$ cat src/rtl/seg_pkg.sv
package seg_pkg;
  localparam int SEG_COUNT = 4;
  localparam int SEL_W     = 2;

  typedef enum logic [1:0] {
    SEG_EXTRA = 2'd0,
    SEG_CODE  = 2'd1,
    SEG_STACK = 2'd2,
    SEG_DATA  = 2'd3
  } seg_id_e;

  typedef enum logic [1:0] {
    BASE_OTHER  = 2'd0,
    BASE_STKPTR = 2'd1,
    BASE_FRMPTR = 2'd2,
    BASE_OTHER2 = 2'd3
  } base_kind_e;
endpackage

$ cat src/rtl/seg_regfile.sv
module seg_regfile
  import seg_pkg::*;
#(
  parameter int SEG_W = 16
) (
  input  logic             clk,
  input  logic             rst_n,
  input  logic             wr_en,
  input  logic [SEL_W-1:0] wr_sel,
  input  logic [SEG_W-1:0] wr_data,
  input  logic             gate_wr_en,
  input  logic             gate_wr_data,
  output logic [SEG_W-1:0] segs [SEG_COUNT],
  output logic             gate_en
);
  // one register per segment
  for (genvar g = 0; g < SEG_COUNT; g++) begin : g_seg
    logic [SEG_W-1:0] val_q;
    always_ff @(posedge clk) begin
      if (!rst_n)
        val_q <= '0;
      else if (wr_en && (wr_sel == SEL_W'(g)))
        val_q <= wr_data;
    end
    assign segs[g] = val_q;
  end

  // bit-20 gate control, disabled out of reset
  logic gate_q;
  always_ff @(posedge clk) begin
    if (!rst_n)
      gate_q <= 1'b0;
    else if (gate_wr_en)
      gate_q <= gate_wr_data;
  end
  assign gate_en = gate_q;
endmodule

$ cat src/rtl/seg_select.sv
module seg_select
  import seg_pkg::*;
#(
  parameter int SEG_W = 16
) (
  input  logic             fetch,
  input  logic [1:0]       base_kind,
  input  logic             ovr_en,
  input  logic [SEL_W-1:0] ovr_sel,
  input  logic [SEG_W-1:0] segs [SEG_COUNT],
  output logic [SEG_W-1:0] seg_val
);
  logic [SEL_W-1:0] pick;

  // fetch > override > stack-relative base > data default
  always_comb begin
    if (fetch)
      pick = SEG_CODE;
    else if (ovr_en)
      pick = ovr_sel;
    else if (base_kind == BASE_STKPTR || base_kind == BASE_FRMPTR)
      pick = SEG_STACK;
    else
      pick = SEG_DATA;
  end

  assign seg_val = segs[pick];
endmodule

$ cat src/rtl/seg_addr_calc.sv
module seg_addr_calc #(
  parameter int OFF_W = 16,
  parameter int SHIFT = 4,
  localparam int ADDR_W = OFF_W + SHIFT + 1
) (
  input  logic              fetch,
  input  logic [OFF_W-1:0]  seg_val,
  input  logic [OFF_W-1:0]  base,
  input  logic [OFF_W-1:0]  disp,
  input  logic              gate_en,
  output logic [ADDR_W-1:0] addr
);
  logic [OFF_W-1:0]  eff;
  logic [ADDR_W-1:0] sum;

  // offset wraps at 2^OFF_W; a fetch uses the pointer unchanged
  assign eff = fetch ? base : (base + disp);

  assign sum = {1'b0, seg_val, {SHIFT{1'b0}}} + {{(SHIFT + 1){1'b0}}, eff};

  // carry out of the top bit of the window passes only through the gate
  assign addr = {sum[ADDR_W-1] & gate_en, sum[ADDR_W-2:0]};
endmodule

$ cat src/rtl/seg_addr_gen.sv
module seg_addr_gen
  import seg_pkg::*;
#(
  parameter int OFF_W = 16,
  parameter int SHIFT = 4
) (
  input  logic                   clk,
  input  logic                   rst_n,
  input  logic                   seg_wr_en,
  input  logic [1:0]             seg_wr_sel,
  input  logic [OFF_W-1:0]       seg_wr_data,
  input  logic                   gate_wr_en,
  input  logic                   gate_wr_data,
  input  logic                   req_valid,
  output logic                   req_ready,
  input  logic                   req_fetch,
  input  logic [1:0]             req_base_kind,
  input  logic [OFF_W-1:0]       req_base,
  input  logic [OFF_W-1:0]       req_disp,
  input  logic                   req_ovr_en,
  input  logic [1:0]             req_ovr_sel,
  output logic                   out_valid,
  input  logic                   out_ready,
  output logic [OFF_W+SHIFT:0]   out_addr
);
  localparam int ADDR_W = OFF_W + SHIFT + 1;

  logic [OFF_W-1:0]  segs [SEG_COUNT];
  logic              gate_en;
  logic [OFF_W-1:0]  seg_val;
  logic [ADDR_W-1:0] addr_d;
  logic              accept;

  seg_regfile #(.SEG_W(OFF_W)) u_regs (
    .clk          (clk),
    .rst_n        (rst_n),
    .wr_en        (seg_wr_en),
    .wr_sel       (seg_wr_sel),
    .wr_data      (seg_wr_data),
    .gate_wr_en   (gate_wr_en),
    .gate_wr_data (gate_wr_data),
    .segs         (segs),
    .gate_en      (gate_en)
  );

  seg_select #(.SEG_W(OFF_W)) u_sel (
    .fetch     (req_fetch),
    .base_kind (req_base_kind),
    .ovr_en    (req_ovr_en),
    .ovr_sel   (req_ovr_sel),
    .segs      (segs),
    .seg_val   (seg_val)
  );

  seg_addr_calc #(.OFF_W(OFF_W), .SHIFT(SHIFT)) u_calc (
    .fetch   (req_fetch),
    .seg_val (seg_val),
    .base    (req_base),
    .disp    (req_disp),
    .gate_en (gate_en),
    .addr    (addr_d)
  );

  // single output stage: free when empty or draining this cycle
  assign req_ready = !out_valid || out_ready;
  assign accept    = req_valid && req_ready;

  always_ff @(posedge clk) begin
    if (!rst_n) begin
      out_valid <= 1'b0;
      out_addr  <= '0;
    end else if (accept) begin
      out_valid <= 1'b1;
      out_addr  <= addr_d;
    end else if (out_ready) begin
      out_valid <= 1'b0;
    end
  end
endmodule

$ cat config.mk
export PLATFORM = sky130hd
export DESIGN_NAME = seg_addr_gen
export DESIGN_NICKNAME = d
export VERILOG_FILES = /design/src/rtl/seg_pkg.sv /design/src/rtl/seg_regfile.sv /design/src/rtl/seg_select.sv /design/src/rtl/seg_addr_calc.sv /design/src/rtl/seg_addr_gen.sv
export SDC_FILE = /design/constraint.sdc
export NUM_CORES = 1
export LEC_CHECK = 0
export ABC_AREA = 1
export BUFFER_PORTS_ARGS = -buffer_cell sky130_fd_sc_hd__buf_2
export CORE_ASPECT_RATIO = 1.2
export CORE_MARGIN = 1.5
export CORE_UTILIZATION = 23
export CTS_CLUSTER_DIAMETER = 150
export CTS_CLUSTER_SIZE = 14
export DETAILED_ROUTE_END_ITERATION = 10
export HOLD_SLACK_MARGIN = 0.12
export PLACE_DENSITY = 0.43
export SLEW_MARGIN = 10
export SYNTH_ARGS = -nofsm -noshare
export SYNTH_HDL_FRONTEND = slang
export SYNTH_SLANG_ARGS = --single-unit
$ cat constraint.sdc
create_clock -name clk -period 3.4 [get_ports clk]
set_clock_uncertainty 0.2 [all_clocks]
set_input_delay 0.17 -clock clk [delete_from_list [all_inputs] [get_ports clk]]
set_output_delay 0.17 -clock clk [all_outputs]
set_load 0.1 [all_outputs]
==> results of run 1 <==
==> cells in the final DEF, fill, tap and decap left out, types with 2 or more instances in the layout <==
cell type      synthesis  routed
a21oi_1               56      54
a21oi_2                0       2
a31oi_1                4       4
buf_2                  6      85
buf_4                  0      31
clkbuf_16              0       9
clkinv_1               3       3
clkinv_2               0       2
clkinv_4               0       2
dfxtp_1               87      87
dlygate4sd3_1          0      24
fa_1                   2       2
ha_1                  27      26
inv_1                 69      69
inv_2                  3       3
nand2_1               95      95
nand2_2                5       5
nand3_1               30      30
nand3_2                3       3
nand4_1                3       3
nor2_1               154     153
o211ai_1               5       5
o21ai_0              124     122
o21ai_1                7       8
o22ai_1               12      12
or2_2                  6       6
xnor2_1                5       5
xor2_1                 6       6
==> worst max-delay path, cell delays in order <==
cell      delay (ns)
buf_2           0.11
ha_1            0.22
fa_1            0.42
nand2_1         0.10
o21ai_2         0.09
inv_1           0.10
or2_2           0.11
nand3_1         0.05
o21ai_0         0.09
inv_1           0.07
ha_1            0.22
fa_1            0.39
nand3_1         0.08
nand2_1         0.10
a21boi_2        0.16
o21ai_1         0.11
a21oi_1         0.21
inv_1           0.06
nand2_1         0.05
nand3_1         0.08
nand2_1         0.10
inv_1           0.04
==> cell type report <==
class,instances,share of cell area
sequential,87,0.270
timing repair buffer,140,0.139
tap,274,0.0531
inverter,76,0.0445
clock inverter,5,0.00891
multi-input combinational,555,0.447
clock buffer,11,0.0376
==> worst max-delay path by stage <==
stage	from	endpoint	slack [ns]	cells after the start
global placement	req_base[0]	out_addr[14]	-0.06	22
floorplan	req_base[0]	out_addr[14]	0.38	21
finish	req_base[0]	out_addr[14]	0.32	22
global route	req_base[0]	out_addr[19]	-0.02	25
CTS	req_base[0]	out_addr[19]	0.27	24
detailed placement	req_base[0]	out_addr[14]	-0.09	22
==> cells by family after synthesis <==
family,synth area share
and+or+nand+nor,0.244
adders and majority gates,0.0750
xor gates and xnor gates,0.0191
AOI/OAI and AO/OA,0.230
DFF,0.346
buffers and inverters,0.0855
==> registers in the layout, summed over array words and instances (netlist names) <==
register / flops
out_valid: 1
out_addr: 21
u_regs.g_seg.val_q: 64
u_regs.gate_en: 1
==> where the power goes <==
part,internal [mW],switching (mW)
Combinational,0.331,0.670
Sequential,1.09,0.0367
Clock,0.590,0.423
==> per-stage QoR <==
stage / setup slack [ns] / cells / hold slack [ns]
after floorplan: 0.379 / 750 / 0.0641
after global placement: -0.0610 / 1108 / 0.168
after detailed placement: -0.0945 / 1108 / 0.174
after CTS: 0.270 / 1148 / 0.125
after global routing: -0.0168 / 1148 / 0.192
final: 0.325 / 1148 / 0.118
==> timing repair <==
action / CTS / global route
hold endpoints to repair: 70 / 0
endpoints found under the setup margin: 0 / 5
hold buffers: 24 / 0
gates resized for setup: 0 / 7
==> routing by layer <==
layer | GRT usage | up-vias | share of wire
li1 | - | 2713 | -
met1 | 0.178 | 2311 | 0.47
met2 | 0.254 | 88 | 0.48
met3 | 0.0190 | 17 | 0.032
met4 | 0.0464 | 0 | 0.014
met5 | 0 | - | 0
==> out/metrics.yaml, run 1 <==
status: "complete, no violations"
die-area_sq_um: 22800
reg2reg_depth: 6
placed_cell_area_sq_um: 5890
cts-root-buf: "clkbuf_16"
ios: 86
core_sq_um: 21600
cts_buffer_depth: 2
clkSinkCount: 87
worst-setup-path-type: "in2reg"
post-route-min-period_ns: 3.08
syn_avg_cell_area_sq_um: 6.71
cts_tree: "done"
grt_max_degree: 34
reg2reg_slack_ns: 0.68
post-cts-setup-buffers: 0
die_y_um: 165
yosysSeqAreaShare: 0.346
utilization: 0.300
htree_levels: 3
syn-cell-area_sq_um: 5040
total_power_mw: 3.14
slew_headroom: 0.352
routed_via_density: 4.47
clk_pin_slew_worst_paths_ns: 0.07
leakagePower_nw: 3.02
holdCritStartpoint: "rst_n"
grt_pass1_wl_um: 25600
area_growth_pct: 28.3
regArea_sq_um: 1740
synthFlopType: "dfxtp_1"
ir_worst_vdd_mv: 0.239
layout-drive-gt1-share: 0.183
synthTopCellsByArea: "dfxtp_1 (35%), o21ai_0 (12%), nor2_1 (11%), nand2_1 (7.1%), ha_1 (6.7%)"
drt_first_pass_iters: 7
ant_nets: 0
ys_types: 36
synth_top_cell_by_area: "dfxtp_1"
critPathCaptureType: "register"
timing.fmax_mhz: 325
worstReg2RegStart: "out_valid"
antenna_found_initial: 0
synth_edf_count: 0
start_kind: "primary input"
syn_inst: 750
crit_fanout: 3
fillers: 2452
ys_async_sr_fraction: 0
gp_congestion: 0.802
hold_path_class: "in2reg"
post-route-period-util: 0.904
multi_input_area_sq_um: 2890
tightest_slew_ns: 0.971
die_w_um: 138
synth_top_area_share: 0.346
syn-num-nets: 842
drv_cap: 0
gr-usage-all-layers: 0.143
gr-total-overflow: 0
hold_viol_final: 0
yosys_warnings: 0
fin_setup_tns_ns: 0
power_density_nw_per_um2: 486
finalMaxSlewViolations: 0
grt_pass1_vias: 4908
row_count: 59
drc_errors: 0
num-nets-final: 961
wl_per_cell_um: 13.9
drt_iter0_markers: 210
required_ns: 3.45
cp.arrival_ns: 3.12
synth.most_common_cell: "nor2_1"
ys_ff_latch: 87
clk_latency_ns: 0.34
whs_endpoint: "u_regs.g_seg[0].val_q[0]"
hpwlAfterDp_um: 11700
start_util: 0.234
diodes: 0
synthTopCellsByCount: "nor2_1 (154), o21ai_0 (124), nand2_1 (95), dfxtp_1 (87), inv_1 (69)"
hold_path_depth: 3
io_buffers: 85
cts_made_buffers: 9
routed_wl_um: 16000
setup_viol: 0
rr_endpoint: "out_addr[0]"
final_cell_area_sq_um: 6460
vias: 5129
Power figures use the tool's default switching activity.
==> run 2: changes to the inputs <==
Settings changed: ABC_AREA 1 to default.
==> run 2 against run 1 <==
Compared with the run above: the run now ends with setup timing left; combinational power grew 9%; area after synthesis shrank 0.82%; critical path depth shrank 3; routed wire length grew 4.0%; via count grew 0.66%; die area shrank 0.80%; synthesized cell count shrank 11%; global-route usage grew 0.55 points; register-to-register slack lost 0.41 ns; hold slack gained 0.0052 ns; largest power group unchanged.
==> out/metrics.yaml, run 2 <==
finalMaxSlewViolations: 0  # unchanged
rr_endpoint: "out_addr[20]"  # was out_addr[0]
dp.cells: 1079  # was 1,108
die_w_um: 138  # about the same
wl_per_cell_um: 14.8  # was 13.9 um
fin_ws_ns: -0.0332  # was 0.325 ns
vias: 5163  # was 5,129
synth_top_family_by_area: "simple AND/OR/NAND/NOR gates"  # unchanged
slew_headroom: 0.375  # was 0.352
layout-drive-gt1-share: 0.272  # was 0.183
cts_made_buffers: 9  # unchanged
reg2reg_slack_ns: 0.27  # was 0.68 ns
yosysSeqAreaShare: 0.349  # was 0.346
ys_async_sr_fraction: 0  # unchanged
htree_levels: 3  # unchanged
required_ns: 3.43  # was 3.45 ns
grt_pass1_wl_um: 25600  # unchanged
synthTopCellsByCount: "nand2_1 (201), a21oi_1 (96), dfxtp_1 (87), clkbuf_1 (32), nor2_1 (28)"  # was nor2_1 (154), o21ai_0 (124), nand2_1 (95), dfxtp_1 (87), inv_1 (69)
fillers: 2286  # was 2,452
largest_reg_flops: 64  # unchanged
total_power_mw: 3.12  # was 3.14 mW
cpPeakStageDelay_ns: 0.39  # was 0.42 ns
die_y_um: 164  # was 165 um
crit_fanout: 3  # unchanged
antenna_found_initial: 0  # unchanged
timing.fmax_mhz: 291  # was 325 MHz
grt_max_degree: 69  # was 34
path_cells: "buf_8 -> ha_4 -> fa_2 -> a21oi_4 -> o21ai_2 -> buf_4 -> a21oi_2 -> xor2_1 -> o21ai_0 -> buf_4 -> ha_1 -> a211oi_2 -> o21bai_2 -> o21ba_4 -> o41a_1 -> buf_6 -> buf_6 -> a32oi_1 -> nor2_1"  # was buf_2 -> ha_1 -> fa_1 -> nand2_1 -> o21ai_2 -> inv_1 -> or2_2 -> nand3_1 -> o21ai_0 -> inv_1 -> ha_1 -> fa_1 -> nand3_1 -> nand2_1 -> a21boi_2 -> o21ai_1 -> a21oi_1 -> inv_1 -> nand2_1 -> nand3_1 -> nand2_1 -> inv_1
setup_viol: 2  # was 0
start_util: 0.237  # was 0.234
cts_tree: "done"  # unchanged
whs_endpoint: "out_addr[0]"  # was u_regs.g_seg[0].val_q[0]
hpwlAfterDp_um: 12000  # was 11,700 um
hold_path_class: "in2reg"  # unchanged
routed_wl_um: 16600  # was 16,000 um
core_sq_um: 21100  # was 21,600 sq um
worst-setup-path-type: "in2reg"  # unchanged
drt_first_pass_iters: 6  # was 7
synthTopCellsByArea: "dfxtp_1 (35%), nand2_1 (15%), a21oi_1 (9.6%), ha_1 (6.8%), a211oi_1 (3.2%)"  # was dfxtp_1 (35%), o21ai_0 (12%), nor2_1 (11%), nand2_1 (7.1%), ha_1 (6.7%)
synth_top_cell_by_area: "dfxtp_1"  # unchanged
synthSimpleGateAreaFrac: 0.240  # was 0.244
syn-num-nets: 762  # was 842
tightest_slew_ns: 0.937  # was 0.971 ns
synth.most_common_cell: "nand2_1"  # was nor2_1
reg2reg_depth: 13  # was 6
preCtsSetupSlack_ns: -0.590  # was -0.0945 ns
holdCritStartpoint: "req_base[0]"  # was rst_n
worst_path_max_delay_cell: "fa_2"  # was fa_1
synthFlopType: "dfxtp_1"  # unchanged
row_count: 58  # was 59
start_kind: "primary input"  # unchanged
finalNonFillerCells: 1122  # was 1,148
clk_latency_ns: 0.34  # about the same
violations: "setup timing"
syn_inst: 670  # was 750
gp_congestion: 0.808  # was 0.802
clkSinkCount: 87  # unchanged
drv_cap: 0  # unchanged
fin_setup_tns_ns: -0.0427  # was 0 ns
synth_edf_count: 0  # unchanged
clk_pin_slew_worst_paths_ns: 0.06  # was 0.07 ns
ios: 86  # unchanged
cts-root-buf: "clkbuf_16"  # unchanged
largest_register: "u_regs.g_seg.val_q"  # unchanged
hold_path_depth: 4  # was 3
drt_iter0_markers: 194  # was 210
synth_top_area_share: 0.349  # was 0.346
ys_types: 53  # was 36
critPathCaptureType: "register"  # unchanged
syn-cell-area_sq_um: 4990  # was 5040 sq um
whs_ns: 0.123  # was 0.118 ns
synth-adder-area-share: 0.0757  # was 0.0750
synth-xor-area-share: 0.0386  # was 0.0191
die-area_sq_um: 22600  # was 22,800 sq um
area_growth_pct: 40.3  # was 28.3%
critPathTopFamily: "compound AO/OA/AOI/OAI gates"  # was adder cells
cts_buffer_depth: 2  # unchanged
diodes: 0  # unchanged
worstReg2RegStart: "u_regs.g_seg[0].val_q[0]"  # was out_valid
routed_via_density: 4.60  # was 4.47
reg_top3: "u_regs.g_seg.val_q: 64 flops, out_addr: 21 flops"  # unchanged
synthMuxAreaShare: 0.0343  # was 0
post-route-period-util: 1.01  # was 0.904
io_buffers: 85  # unchanged
status: "finished, violations left"  # was complete, no violations
synth_compound_area_frac: 0.229  # was 0.230
drc_errors: 0  # unchanged
layout_common_cells: "nand2_1 (200), a21oi_1 (92), buf_4 (91)"  # was nor2_1 (153), o21ai_0 (122), nand2_1 (95)
final_common_cell: "nand2_1"  # was nor2_1
gr-total-overflow: 0  # unchanged
num-nets-final: 940  # was 961
gr-usage-all-layers: 0.148  # was 0.143
critical_path_buf_inv_count: 5  # unchanged
power_density_nw_per_um2: 446  # was 486 nW/um^2
yosys_warnings: 0  # unchanged
ys_ff_latch: 87  # unchanged
hold_viol_final: 0  # unchanged
cp.arrival_ns: 3.46  # was 3.12 ns
rsz0062_at_grt: "true"
post-route-min-period_ns: 3.43  # was 3.08 ns
grt_pass1_vias: 4858  # was 4,908
leakagePower_nw: 2.90  # was 3.02 nW
syn_avg_cell_area_sq_um: 7.45  # was 6.71 sq um
ant_nets: 0  # unchanged
ir_worst_vdd_mv: 0.255  # was 0.239 mV
## run 2: area by class of cell
cell class	count	area [sq um]	area share
sequential	87	1740	0.249
clock buffer	12	246	0.0352
timing repair buffer	204	1430	0.204
tap	270	338	0.0482
inverter	6	22.5	0.00321
multi-input combinational	540	3210	0.458
clock inverter	3	20.0	0.00286
## run 2: worst reg2reg max path, delay by kind of cell, from the launching register on
| kind | cells | cell delay (ns) |
|---|---|---|
| AND/OR/NAND/NOR | 2 | 0.19 |
| AO/OA/AOI/OAI | 7 | 1.47 |
| adder cells (fa/ha/maj) | 2 | 0.63 |
| flip-flops | 1 | 0.31 |
| buffers and inverters | 2 | 0.24 |
## run 2: worst max path at each step
stage / startpoint / end / slack (ns) / depth (start not counted)
final: req_base[0] / out_addr[20] / -0.03 / 19
after global placement: req_base[1] / out_addr[18] / -0.56 / 18
after detailed placement: req_base[1] / out_addr[18] / -0.59 / 18
after floorplan: req_base[0] / out_addr[18] / -0.1 / 17
after CTS: req_disp[1] / out_addr[18] / -0.07 / 18
after global routing: req_base[0] / out_addr[20] / -0.19 / 19
## run 2: what timing repair did
action / in CTS / in global routing
endpoints found under the hold margin: 83 / 0
hold buffers: 24 / 0
setup buffers: 3 / 2
setup endpoints to repair: 6 / 9
pin swaps: 23 / 21
gates resized for setup: 21 / 17
## run 2: per-stage QoR
| step | instance area [sq um] | utilization |
|---|---|---|
| after floorplan | 5020 | - |
| after global placement | 6350 | 0.301 |
| final | 7010 | 0.332 |
| after global routing | 7010 | 0.332 |
| after CTS | 6950 | 0.329 |
| after detailed placement | 6350 | 0.301 |
## run 2: logic make-up after synthesis
logic type	Yosys count
buffers and inverters	43
multiplexers	16
AO/OA/AOI/OAI	192
flip-flops	87
adder cells (fa/ha/maj)	29
XOR/XNOR	22
AND/OR/NAND/NOR	281
## run 2: layer usage
| metal | part of all wire | routed length (um) | vias up | GRT usage |
|---|---|---|---|---|
| met5 | 0 | 0 | - | 0 |
| met4 | 0.0072 | 120 | 0 | 0.0344 |
| met3 | 0.036 | 606 | 8 | 0.0279 |
| met2 | 0.48 | 7960 | 84 | 0.253 |
| met1 | 0.48 | 7950 | 2392 | 0.191 |
| li1 | - | - | 2679 | - |
## run 2: power by group
group,switching (mW),total [mW],internal (mW)
clock,0.423,0.934,0.511
combinational,0.656,1.09,0.434
sequential,0.0273,1.10,1.07
